$ cat src/rtl/cw_pair_pkg.sv
package cw_pair_pkg;
    localparam int CH_NUM  = 3;
    localparam int SYM_W   = 4;
    localparam int SEL_W   = 3;
    localparam int MEM_W   = CH_NUM;
    localparam int DATA_W  = SEL_W + MEM_W;
    localparam int TRIT_W  = 2;
    localparam int OUT_W   = CH_NUM * SYM_W;

    typedef logic [TRIT_W-1:0] trit_t;

    typedef struct packed {
        logic                     valid;
        logic [CH_NUM-1:0][TRIT_W-1:0] trit;
        logic [CH_NUM-1:0]        msel;
    } lvl_t;

    typedef struct packed {
        logic                      valid;
        logic [CH_NUM-1:0][SYM_W-1:0] sym;
    } sym_reg_t;

    function automatic logic [SYM_W-1:0] pair_base(input trit_t t);
        case (t)
            2'd0:    pair_base = 4'b0011;
            2'd1:    pair_base = 4'b0101;
            2'd2:    pair_base = 4'b0110;
            default: pair_base = 4'b0000;
        endcase
    endfunction
endpackage

$ cat src/rtl/cw_pair_digit_stage.sv
module cw_pair_digit_stage
    import cw_pair_pkg::*;
(
    input  logic              clk,
    input  logic              rst_n,
    input  logic              in_valid,
    input  logic [DATA_W-1:0] in_data,
    output lvl_t              lvl_o
);
    lvl_t lvl_d, lvl_q;

    logic [SEL_W-1:0] sel_val;
    logic [SEL_W-1:0] rem_val;
    trit_t            hi_t, lo_t, chk_t;
    logic [2:0]       sum_t, mod_t;

    always_comb begin
        sel_val = in_data[DATA_W-1 -: SEL_W];
        if (sel_val >= SEL_W'(6)) begin
            hi_t    = 2'd2;
            rem_val = sel_val - SEL_W'(6);
        end else if (sel_val >= SEL_W'(3)) begin
            hi_t    = 2'd1;
            rem_val = sel_val - SEL_W'(3);
        end else begin
            hi_t    = 2'd0;
            rem_val = sel_val;
        end
        lo_t  = rem_val[TRIT_W-1:0];
        sum_t = {1'b0, hi_t} + {1'b0, lo_t};
        mod_t = (sum_t >= 3'd3) ? sum_t - 3'd3 : sum_t;
        chk_t = (mod_t[1:0] == 2'd0) ? 2'd0 : 2'd3 - mod_t[1:0];

        lvl_d       = lvl_q;
        lvl_d.valid = in_valid;
        if (in_valid) begin
            lvl_d.trit[0]        = hi_t;
            lvl_d.trit[1]        = lo_t;
            lvl_d.trit[CH_NUM-1] = chk_t;
            for (int i = 0; i < CH_NUM; i++) begin
                lvl_d.msel[i] = in_data[MEM_W-1-i];
            end
        end
    end

    always_ff @(posedge clk) begin
        if (!rst_n) lvl_q <= '0;
        else        lvl_q <= lvl_d;
    end

    assign lvl_o = lvl_q;

    assert_checksum_R3: assert property (@(posedge clk) disable iff (!rst_n)
        lvl_q.valid |-> ((int'(lvl_q.trit[0]) + int'(lvl_q.trit[1]) + int'(lvl_q.trit[2])) % 3 == 0));

    assert_no_pair22_R8: assert property (@(posedge clk) disable iff (!rst_n)
        lvl_q.valid |-> !(lvl_q.trit[0] == 2'd2 && lvl_q.trit[1] == 2'd2));

    assert_digit_range_R2: assert property (@(posedge clk) disable iff (!rst_n)
        lvl_q.valid |-> (lvl_q.trit[0] != 2'd3 && lvl_q.trit[1] != 2'd3 && lvl_q.trit[2] != 2'd3));

    assert_stage1_valid_R5: assert property (@(posedge clk) disable iff (!rst_n)
        $past(rst_n) |-> (lvl_q.valid == $past(in_valid)));
endmodule

$ cat src/rtl/cw_pair_sym_lut.sv
module cw_pair_sym_lut
    import cw_pair_pkg::*;
(
    input  trit_t            trit_i,
    input  logic             msel_i,
    output logic [SYM_W-1:0] sym_o
);
    logic [SYM_W-1:0] base;

    always_comb begin
        base  = pair_base(trit_i);
        sym_o = msel_i ? ~base : base;
        if (trit_i == 2'd3) sym_o = '0;
    end
endmodule

$ cat src/rtl/cw_pair_out_stage.sv
module cw_pair_out_stage
    import cw_pair_pkg::*;
(
    input  logic                          clk,
    input  logic                          rst_n,
    input  logic                          in_valid,
    input  logic [CH_NUM-1:0][SYM_W-1:0]  sym_i,
    output sym_reg_t                      out_o
);
    sym_reg_t out_d, out_q;

    always_comb begin
        out_d       = out_q;
        out_d.valid = in_valid;
        if (in_valid) out_d.sym = sym_i;
    end

    always_ff @(posedge clk) begin
        if (!rst_n) out_q <= '0;
        else        out_q <= out_d;
    end

    assign out_o = out_q;

    assert_hold_idle_R7: assert property (@(posedge clk) disable iff (!rst_n)
        ($past(rst_n) && !$past(in_valid)) |-> $stable(out_q.sym));

    assert_stage2_valid_R5: assert property (@(posedge clk) disable iff (!rst_n)
        $past(rst_n) |-> (out_q.valid == $past(in_valid)));
endmodule

$ cat src/rtl/cw_pair_encoder.sv
module cw_pair_encoder
    import cw_pair_pkg::*;
(
    input  logic              clk,
    input  logic              rst_n,
    input  logic              in_valid,
    input  logic [DATA_W-1:0] in_data,
    output logic              out_valid,
    output logic [OUT_W-1:0]  out_sym
);
    lvl_t                         lvl;
    logic [CH_NUM-1:0][SYM_W-1:0] sym_c;
    sym_reg_t                     out_r;

    cw_pair_digit_stage u_digit (
        .clk      (clk),
        .rst_n    (rst_n),
        .in_valid (in_valid),
        .in_data  (in_data),
        .lvl_o    (lvl)
    );

    for (genvar g = 0; g < CH_NUM; g++) begin : g_ch
        cw_pair_sym_lut u_lut (
            .trit_i (lvl.trit[g]),
            .msel_i (lvl.msel[g]),
            .sym_o  (sym_c[g])
        );

        assert_weight_R1: assert property (@(posedge clk) disable iff (!rst_n)
            out_valid |-> ($countones(out_sym[g*SYM_W +: SYM_W]) == 2));
    end

    cw_pair_out_stage u_out (
        .clk      (clk),
        .rst_n    (rst_n),
        .in_valid (lvl.valid),
        .sym_i    (sym_c),
        .out_o    (out_r)
    );

    assign out_valid = out_r.valid;
    assign out_sym   = out_r.sym;
endmodule

$ cat config.mk
export PLATFORM = sky130hd
export DESIGN_NAME = cw_pair_encoder
export DESIGN_NICKNAME = d
export VERILOG_FILES = /design/src/rtl/cw_pair_pkg.sv /design/src/rtl/cw_pair_digit_stage.sv /design/src/rtl/cw_pair_sym_lut.sv /design/src/rtl/cw_pair_out_stage.sv /design/src/rtl/cw_pair_encoder.sv
export SDC_FILE = /design/constraint.sdc
export NUM_CORES = 1
export LEC_CHECK = 0
export BUFFER_PORTS_ARGS = -buffer_cell sky130_fd_sc_hd__buf_4
export CORE_MARGIN = 2
export CORE_UTILIZATION = 25
export DETAILED_ROUTE_END_ITERATION = 8
export HOLD_SLACK_MARGIN = 0.15
export SYNTH_ARGS = -nofsm -noshare
export SYNTH_HDL_FRONTEND = slang
export SYNTH_SLANG_ARGS = --single-unit
$ cat constraint.sdc
create_clock -name clk -period 4.51 [get_ports clk]
set_clock_uncertainty 0.2 [all_clocks]
set_input_delay 0.451 -clock clk [delete_from_list [all_inputs] [get_ports clk]]
set_output_delay 0.451 -clock clk [all_outputs]
set_load 0.05 [all_outputs]
==> results by group, run 1 <==
Outcome
  – Status: finished clean

Power
  – Pwr/cell area: between 200 and 300 nW/um^2
  – P_int: approximately 320 uW
  – P_sw: 137.5 uW
  – Clock Power Share: between 20% and 30%
  – Leakage power: 0.0007082 uW
  – Worst vdd ir: 0.1356 mV
  – Comb power frac: 23.3%
  – Power share of the sequential group: 49.8%
  – Switching share of power: between 30% and 40%
  – Total power: around 460 uW

STA
  – Final setup viols: 0
  – Slew headroom: 61.18%
  – Post-route clock period utilization: 48.88%
  – Final Max Tran Viols: 0
  – Peak Freq: 453.6 MHz
  – Fin. Hold Viols: 0
  – Hold slack: approximately 0.23 ns
  – Unrepaired setup endpoints after global routing: no
  – Setup total negative slack: 0 ns
  – Final Critical Period: approximately 2.2 ns
  – Worst Tran Pin Value: 0.5816 ns

Floorplan
  – Die height: 77.25 um
  – Initial Util: 26.10%
  – Die ar.: 5967 um^2
  – Io pins: 22
  – Width of the die: 77.25 um
  – Row cnt: 26
  – Placeable Area: approximately 5100 um^2

Clock network
  – CTS tree: yes
  – Htree depth: 1
  – Post-CTS Setup Repair Bufs: 0
  – Total CTS buffers: 3
  – Clk sinks: 23
  – Clk Latency, worst-skew pair: 0.25 ns
  – Post-CTS resize count: 0
  – Hold_buf cts: 0
  – Reg clk slew, reported paths: roughly 0.08 ns
  – CTS root buf: clkbuf_8
  – Maximum buffer depth of the clock tree: 2

Yosys
  – Sequential element share of the synthesized area: 34.33%
  – Top-area cell type share of the netlist area: between 30% and 40%
  – Syn Nets: 172
  – Synth Area per Inst: approximately 9.2 um^2
  – Netlist cell types: 34
  – Area leader, netlist: dfxtp_1
  – Gate Count Post-Synth: roughly 150
  – Synth warnings: 0
  – Synthesized cell area: 1341 um^2
  – Synth area leaders: dfxtp_1, ha_1, nand3b_1, xor2_1, nand2b_1
  – Seq cells post-synth: 23

Critical path
  – Slowest CP cell: a211oi_1
  – CP dominant cell by count: ha_1
  – CP startpoint kind: input port
  – Cell breakdown of the critical path: buf_4, ha_1, and2b_1, a211oi_1, nor3_1, ha_1, nor2b_1, a221oi_1, o31ai_1
  – Top delay family on crit path: compound AO/OA/AOI/OAI gates
  – Max FO, Critical Path: 12
  – FF-to-FF Start: u_digit.lvl_o[7]$_SDFFE_PN0P_
  – Reg2Reg Depth: 5
  – R2R setup slack: approximately 3 ns
  – Worst Path Required: 4.46 ns
  – Setup CP Type: input port to register
  – Crit path largest cell delay: 0.33 ns
  – R2R Path End: u_out.out_o[10]$_SDFFE_PN0P_
  – Crit. End Element: register
  – WP data arrival: 2.15 ns
  – Buf/Inv on CP: 1

Finish
  – Synth-to-Final Area Change: 18.66%
  – Non-filler cells, final: 233
  – N_diodes: 0
  – Fraction of layout instances using a drive strength above 1: between 10% and 20%
  – FF+latch area: 460.4 um^2
  – Most common cell after layout, fill and taps aside: dfxtp_1
  – Area occupied by multi-input gates: 798.3 um^2
  – Fillers: roughly 580
  – Nets: 190
  – Commonest non-fill, non-tap cells in the layout: dfxtp_1, buf_4, ha_1, nand3b_1, inv_1
  – Final Util: 30.96%

GRT
  – Initial antenna violation count: 0
  – GRT met1 Usage: 11.86%
  – First-pass GRT wire length: 4.236 mm
  – Largest net degree at the start of global routing: 22
  – Met3 usage: between 1 and 1.5%
  – Tot GR Track Use: roughly 8.6%
  – M2 GR Usage: 13.30%
  – Vias in the first global route: around 950
  – Most Crowded Layer GR: met2
  – GR Overflow Total: 0

Placement
  – Gpl congestion: 0.7533
  – Placed cells: approximately 230
  – Hpwl dp: 1.753 mm
  – Port-buffer cells: 21

Detailed routing
  – Iter 0 DRT Violations: 41
  – Residual DRC count: 0
  – Drt wl/cell: 10.25 um
  – Drt via density: approximately 4.2
  – Number of antenna-violating nets in the routed design: 0
  – Pre-Repair DR Iteration Count: 4
  – Via Count: 973
  – DRT Wirelength: 2.389 mm

Hold path
  – HP Class: input port to register
  – Hold path startpoint: in_data[0]
  – Hold Path Sink: u_digit.lvl_o[2]$_SDFFE_PN0P_
  – Hold Path Stages: 3

Flow run
  – MaxCap Viol Count: 0
-- per-stage QoR --
step	instance area [um^2]	worst slack, ns
5_1_grt	1592	2.160
6_report	1592	2.306
2_1_floorplan	1341	2.318
3_3_place_gp	1545	2.066
3_5_place_dp	1545	2.028
4_1_cts	1592	2.294
-- layer usage --
metal  up-vias  wire length [um]
met5         -                 0
met3         2                94
met4         0                39
met1       426              1244
li1        527                 -
met2        18              1012
-- synthesized netlist by cell type, drive strengths merged --
cell type,n
buf,3
o41ai,1
and2b,1
or2,1
a211oi,1
nor2b,2
inv,11
o21a,1
o21bai,5
o32a,1
and2,4
nor3,1
ha,17
nand3b,13
a221oi,1
dfxtp,23
o31ai,2
and3,1
xor2,8
a21oi,8
or3,2
clkbuf,5
nand2b,8
o21ai,7
xnor2,1
a31oi,2
o22ai,3
nand2,4
nor2,5
nor3b,1
mux2i,3
-- cell families (layout without fill, tap and decap cells) --
kind of cell | after synthesis | count (layout) | share of synthesized area (%)
fa+ha+maj | 17 | 17 | 15.86
compound gates | 32 | 32 | 15.86
flops | 23 | 23 | 34.33
xor+xnor | 9 | 9 | 5.877
mux | 3 | 3 | 2.239
simple gates | 43 | 43 | 19.68
buf+inv | 19 | 36 | 6.156
-- final cells by class --
class,count,share of cell area (%)
Multi-Input combinational cell,104,50.16
Sequential cell,23,28.93
Timing Repair Buffer,21,9.906
Tap cell,70,5.503
Clock buffer,3,2.594
Inverter,11,2.594
Clock inverter,1,0.3145
-- flip-flops by register name (all words and copies together) (netlist names) --
register	flops
u_digit.lvl_o	10
u_out.out_o	13
-- tightest hold or removal path, cell delays in order --
cell and delay, ns:
buf_4 0.08, mux2i_1 0.05, nor2_1 0.07
-- worst max path at each step --
stage | from | to | slack (ns) | cells after the start
floorplan | in_data[3] | u_digit.lvl_o[7]$_SDFFE_PN0P_ | 2.32 | 10
global placement | in_data[3] | u_digit.lvl_o[7]$_SDFFE_PN0P_ | 2.07 | 9
detailed placement | in_data[3] | u_digit.lvl_o[7]$_SDFFE_PN0P_ | 2.03 | 9
CTS | in_data[3] | u_digit.lvl_o[7]$_SDFFE_PN0P_ | 2.29 | 9
global route | in_data[3] | u_digit.lvl_o[7]$_SDFFE_PN0P_ | 2.16 | 10
finish | in_data[3] | u_digit.lvl_o[7]$_SDFFE_PN0P_ | 2.31 | 9
-- power groups by stage --
stage	Sequential [uW]	Combinational, uW	Clock [uW]
4_1_cts	229	108	129
3_3_place_gp	233	106	0
2_1_floorplan	254	58.4	0
6_report	228	107	123
3_5_place_dp	233	107	0
5_1_grt	231	119	136
Note: power is estimated with default switching activity, not from simulation.
==> run 2: changes to the inputs <==
clock period = 2.3 ns   (was 4.51 ns; I/O delays follow)
==> run 2 against run 1 <==
Compared with the run above:
- register-to-register slack got worse by 2.2 ns
- non-clock buffer count up 10
- flip-flop and latch count stayed put
- sequential share of layout area down 1.7 points
- critical endpoint unchanged
- cell count is 4.3% higher
- via count up 5.1%
- combinational power grew 110%
- die area is the same
- setup slack lost 2.1 ns
- final area is 6.1% higher
- clock-buffer cell count stayed put
==> results by group, run 2 (synthesis results as in run 1) <==
Clock network
  – Reg clk slew, reported paths: ~0.080 ns
  – Maximum buffer depth of the clock tree: 2
  – Clk Latency, worst-skew pair: 0.26 ns
  – Clk sinks: 23
  – CTS root buf: clkbuf_8
  – Hold_buf cts: 9
  – Post-CTS Setup Repair Bufs: 0
  – Htree depth: 1
  – Total CTS buffers: 3
  – Post-CTS resize count: 0
  – CTS tree: yes

Power
  – Power share of the sequential group: roughly half
  – Worst vdd ir: 0.2055 mV
  – Leakage power: about 0.00075 uW
  – P_sw: 275.8 uW
  – Switching share of power: 30.08%
  – Total power: 917.0 uW
  – Comb power frac: 24.3%
  – Clock Power Share: 26.9%
  – Pwr/cell area: around 540 nW/um^2
  – P_int: 641.2 uW

STA
  – Slew headroom: 58.64%
  – Peak Freq: 481.3 MHz
  – Setup ws final: about 0.22 ns
  – Final Critical Period: 2.078 ns
  – Post-route clock period utilization: 90.34%
  – Setup total negative slack: 0 ns
  – Fin. Hold Viols: 0
  – Final Max Tran Viols: 0
  – Final setup viols: 0
  – Unrepaired setup endpoints after global routing: no
  – Worst Tran Pin Value: ~0.62 ns

GRT
  – Met3 usage: 1.412%
  – Vias in the first global route: 950
  – Tot GR Track Use: 8.661%
  – GRT met1 Usage: about 12%
  – M2 GR Usage: 12.17%
  – First-pass GRT wire length: 4.243 mm
  – Largest net degree at the start of global routing: 22
  – Most Crowded Layer GR: met1
  – GR Overflow Total: 0
  – Initial antenna violation count: 0

Critical path
  – WP data arrival: about 2.0 ns
  – R2R setup slack: 0.79 ns
  – Crit. End Element: register
  – Max FO, Critical Path: 11
  – Cell breakdown of the critical path: dlygate4sd3_1, buf_4, nor3b_1, nor3_1, ha_1, nor2b_1, a221oi_1, o31ai_1
  – CP startpoint kind: input port
  – Slowest CP cell: dlygate4sd3_1
  – Setup CP Type: input port to register
  – Worst Path Required: between 2 and 2.5 ns
  – Crit path largest cell delay: 0.52 ns

Placement
  – Placed cells: 230
  – Port-buffer cells: 21
  – Gpl congestion: 0.7380
  – Pre-CTS setup slack: 0.1015 ns
  – Hpwl dp: 1.737 mm

Finish
  – Nets: 200
  – Most common cell after layout, fill and taps aside: dfxtp_1
  – N_diodes: 0
  – Synth-to-Final Area Change: 25.93%
  – Non-filler cells, final: 243
  – Fillers: 571
  – Max reg flops: 13
  – Final Util: 32.86%
  – Area occupied by multi-input gates: 798.3 um^2
  – FF+latch area: 460.4 um^2
  – Fraction of layout instances using a drive strength above 1: between 10% and 20%
  – Commonest non-fill, non-tap cells in the layout: dfxtp_1, buf_4, ha_1, nand3b_1, inv_1

Detailed routing
  – Via Count: 1023
  – Number of antenna-violating nets in the routed design: 0
  – Drt wl/cell: 10.11 um
  – Residual DRC count: 0
  – DRT Wirelength: 2.457 mm
  – Drt via density: 4.210
  – Iter 0 DRT Violations: 39
  – Pre-Repair DR Iteration Count: 4

Flow run
  – MaxCap Viol Count: 0

Floorplan
  – Io pins: 22
  – Width of the die: a little under 80 um
  – Die ar.: 5967 um^2
  – Row cnt: 26
  – Placeable Area: 5140 um^2
  – Die height: 77.25 um
  – Initial Util: 26.10%

Hold path
  – HP Class: input port to register

Outcome
  – Status: finished clean
-- run 2: per-layer routing --
layer / vias up / wire length (um)
met2: 22 / 988
met5: - / 0
met1: 447 / 1305
li1: 550 / -
met3: 4 / 109
met4: 0 / 54
-- run 2: path summary, 6_finish.rpt --
check	to	depth (start not counted)	startpoint
hold reg to reg	u_out.out_o[3]$_SDFFE_PN0P_	2	u_out.out_o[3]$_SDFFE_PN0P_
setup / recovery	u_digit.lvl_o[7]$_SDFFE_PN0P_	8	in_data[5]
setup reg to reg	u_out.out_o[10]$_SDFFE_PN0P_	5	u_digit.lvl_o[7]$_SDFFE_PN0P_
hold / removal	u_digit.lvl_o[7]$_SDFFE_PN0P_	3	in_data[3]
-- run 2: worst max-delay path, delay by kind of cell --
family	cells	cell delay, ns
buffers and inverters	2	0.68
adder cells (fa/ha/maj)	1	0.31
AND/OR/NAND/NOR	3	0.46
AO/OA/AOI/OAI	2	0.36
-- run 2: power groups by stage --
stage,registers (uW),logic (uW),clock network [uW]
after floorplan,497,115,0
after global placement,457,210,0
after detailed placement,457,211,0
after CTS,448,225,257
after global routing,453,248,267
final,448,223,247
-- run 2: cell type report --
class | instances | area share (%)
Multi-Input combinational cell | 104 | 47.26
Timing Repair Buffer | 31 | 15.11
Inverter | 11 | 2.444
Sequential cell | 23 | 27.26
Tap cell | 70 | 5.185
Clock inverter | 1 | 0.2963
Clock buffer | 3 | 2.444
-- run 2: metrics by stage --
| step | hold WS, ns | instance area [um^2] |
|---|---|---|
| after CTS | 0.1911 | 1689 |
| after detailed placement | 0.2634 | 1553 |
| after global routing | 0.2189 | 1689 |
| final | 0.1973 | 1689 |
| after global placement | 0.2574 | 1553 |
| after floorplan | 0.1683 | 1341 |
==> run 3: changes to the inputs <==
ABC_AREA = 1   (was not set)
clock period = 2.08 ns   (was 2.3 ns; I/O delays follow)
==> run 3 against run 2 <==
Compared with the run above:
- power grew 11%
- routed wire length up 0.69%
- highest routed layer unchanged
- critical path depth decreased by 2
- largest cell class unchanged
- first-iteration DRC count fell by 49%
- critical path type unchanged
- critical endpoint is now u_digit.lvl_o[0]$_SDFFE_PN0P_
==> results by group, run 3 <==
Power
  – P_sw: 315.0 uW
  – Switching share of power: 31.01%
  – Worst vdd ir: 0.2116 mV
  – P_int: 700.9 uW
  – Leakage power: 0.0008617 uW
  – Pwr/cell area: 612.8 nW/um^2
  – Comb power frac: 24.8%
  – Clock Power Share: 26.8%
  – Power share of the sequential group: 48.3%

STA
  – Slew headroom: 72.80%
  – Final setup viols: 0
  – Peak Freq: 536.2 MHz
  – Final Critical Period: ~1.9 ns
  – Unrepaired setup endpoints after global routing: no
  – Fin. Hold Viols: 0
  – Hold slack: 0.1753 ns
  – Worst Tran Pin Value: between 0.4 and 0.5 ns
  – Final Max Tran Viols: 0
  – Post-route clock period utilization: 89.66%
  – Setup total negative slack: 0 ns

Critical path
  – FF-to-FF Start: u_digit.lvl_o[3]$_SDFFE_PN0P_
  – R2R setup slack: 0.64 ns
  – Setup CP Type: input port to register
  – Max FO, Critical Path: 12
  – Worst Path Required: 2.09 ns
  – Reg2Reg Depth: 8
  – R2R Path End: u_out.out_o[0]$_SDFFE_PN0P_
  – WP data arrival: 1.87 ns
  – Crit. End Element: register
  – CP startpoint kind: input port

Finish
  – Max reg flops: 13
  – Nets: 242
  – N_diodes: 0
  – Most common cell after layout, fill and taps aside: nand2_1
  – Fraction of layout instances using a drive strength above 1: 13.49%
  – Final Cell Area: 1658 um^2
  – Commonest non-fill, non-tap cells in the layout: nand2_1, inv_1, dfxtp_1, nor2_1, buf_4
  – Fillers: 564
  – Final Util: 32.88%
  – Synth-to-Final Area Change: 27.90%

Hold path
  – Hold path startpoint: in_data[5]
  – HP Class: input port to register
  – Hold Path Stages: 5
  – Hold Path Sink: u_digit.lvl_o[4]$_SDFFE_PN0P_

Floorplan
  – Io pins: 22
  – Die height: 76.01 um
  – Width of the die: 76.01 um
  – Placeable Area: 5042 um^2
  – Initial Util: between 20 and 30%
  – Die ar.: around 5800 um^2
  – Row cnt: 26

Yosys
  – Synthesized cell area: 1296 um^2
  – EDFF count, synth: 0
  – Post-synthesis async set-or-reset flop share: 0%
  – Seq cells post-synth: 23
  – Syn Nets: 211
  – Cell with the most instances after synthesis: nand2_1
  – Synth Area per Inst: 7.007 um^2
  – Netlist cell types: 20
  – Top_reg_cell synth: dfxtp_1
  – Gate Count Post-Synth: about 190
  – Sequential element share of the synthesized area: 35.52%
  – Area leader, netlist: dfxtp_1
  – Synth warnings: 0
  – Top-area cell type share of the netlist area: approximately 36%
  – Synth area leaders: dfxtp_1, ha_1, nand2_1, inv_1, nor2_1
  – Synth top cells by count: nand2_1, inv_1, dfxtp_1

Clock network
  – Htree depth: 1
  – Clk sinks: 23
  – Total CTS buffers: 3
  – Reg clk slew, reported paths: 0.08 ns
  – Post-CTS Setup Repair Bufs: 0
  – Clk Latency, worst-skew pair: about 0.26 ns
  – Maximum buffer depth of the clock tree: 2
  – CTS root buf: clkbuf_8
  – CTS tree: yes

Placement
  – Gpl congestion: 0.7231
  – Placed Area: 1523 um^2
  – Port-buffer cells: 21
  – Hpwl dp: 1.883 mm

GRT
  – Tot GR Track Use: slightly below 9%
  – First-pass GRT wire length: 4.312 mm
  – Vias in the first global route: 1052
  – Initial antenna violation count: 0
  – Largest net degree at the start of global routing: 16
  – GR Overflow Total: 0

Detailed routing
  – DRT Wirelength: 2.474 mm
  – Drt wl/cell: 8.681 um
  – Iter 0 DRT Violations: 20
  – Residual DRC count: 0
  – Number of antenna-violating nets in the routed design: 0
  – Drt via density: roughly 4
  – Pre-Repair DR Iteration Count: 2
  – Via Count: 1139

Outcome
  – Status: finished clean

Flow run
  – MaxCap Viol Count: 0
## run 3: power groups by stage
stage	clock network, uW	registers, uW	logic, uW
after floorplan	0	551	123
after global placement	0	501	237
after detailed placement	0	502	240
after CTS	282	491	255
after global routing	299	496	286
final	273	491	252
## run 3: metal layers
| metal | GRT usage, % | vias up | wire length [um] |
|---|---|---|---|
| met4 | 2.727 | 0 | 14 |
| met3 | 2.014 | 2 | 80 |
| met2 | 16.52 | 10 | 1207 |
| met1 | 10.15 | 494 | 1172 |
| met5 | 0 | - | 0 |
| li1 | - | 633 | - |
## run 3: layout make-up
| cell class | count | area [um^2] | area share [%] |
|---|---|---|---|
| Clock buffer | 4 | 45.04 | 2.717 |
| Sequential cell | 23 | 460.4 | 27.77 |
| Timing Repair Buffer | 30 | 247.7 | 14.94 |
| Tap cell | 70 | 87.58 | 5.283 |
| Multi-Input combinational cell | 127 | 700.7 | 42.26 |
| Inverter | 31 | 116.4 | 7.019 |
## run 3: cells by family after synthesis
logic type	synth area share, %
buffers and inverters	10.42
and+or+nand+nor	24.71
DFF	35.52
adders and majority gates	16.41
xor gates and xnor gates	0.6758
AOI/OAI and AO/OA	12.26
## run 3: metrics by stage
step	total power, uW	instances	worst slack (ns)
after global placement	738.4	272	0.09445
after global routing	1082	285	0.09954
after CTS	1028	285	0.2130
final	1016	285	0.2150
after floorplan	674.0	185	0.3157
after detailed placement	741.5	272	0.06115
## run 3: how the worst max path moves through the flow
| stage | depth (start not counted) | from | end |
|---|---|---|---|
| floorplan | 12 | in_data[3] | u_digit.lvl_o[7]$_SDFFE_PN0P_ |
| global placement | 13 | in_data[3] | u_digit.lvl_o[7]$_SDFFE_PN0P_ |
| detailed placement | 13 | in_data[3] | u_digit.lvl_o[7]$_SDFFE_PN0P_ |
| CTS | 6 | in_valid | u_digit.lvl_o[0]$_SDFFE_PN0P_ |
| global route | 6 | in_valid | u_digit.lvl_o[0]$_SDFFE_PN0P_ |
| finish | 6 | in_valid | u_digit.lvl_o[0]$_SDFFE_PN0P_ |
## run 3: what timing repair did
| action | 4_1_cts | 5_1_grt |
|---|---|---|
| hold buffers | 9 | 0 |
| endpoints found under the hold margin | 14 | 0 |
| resized for setup | 0 | 0 |
## run 3: critical path, cell delays in order
cell           delay (ns)
dlygate4sd3_1        0.53
buf_4                0.16
inv_1                0.26
nor2_1               0.07
nor2_1               0.10
dlygate4sd3_1        0.54
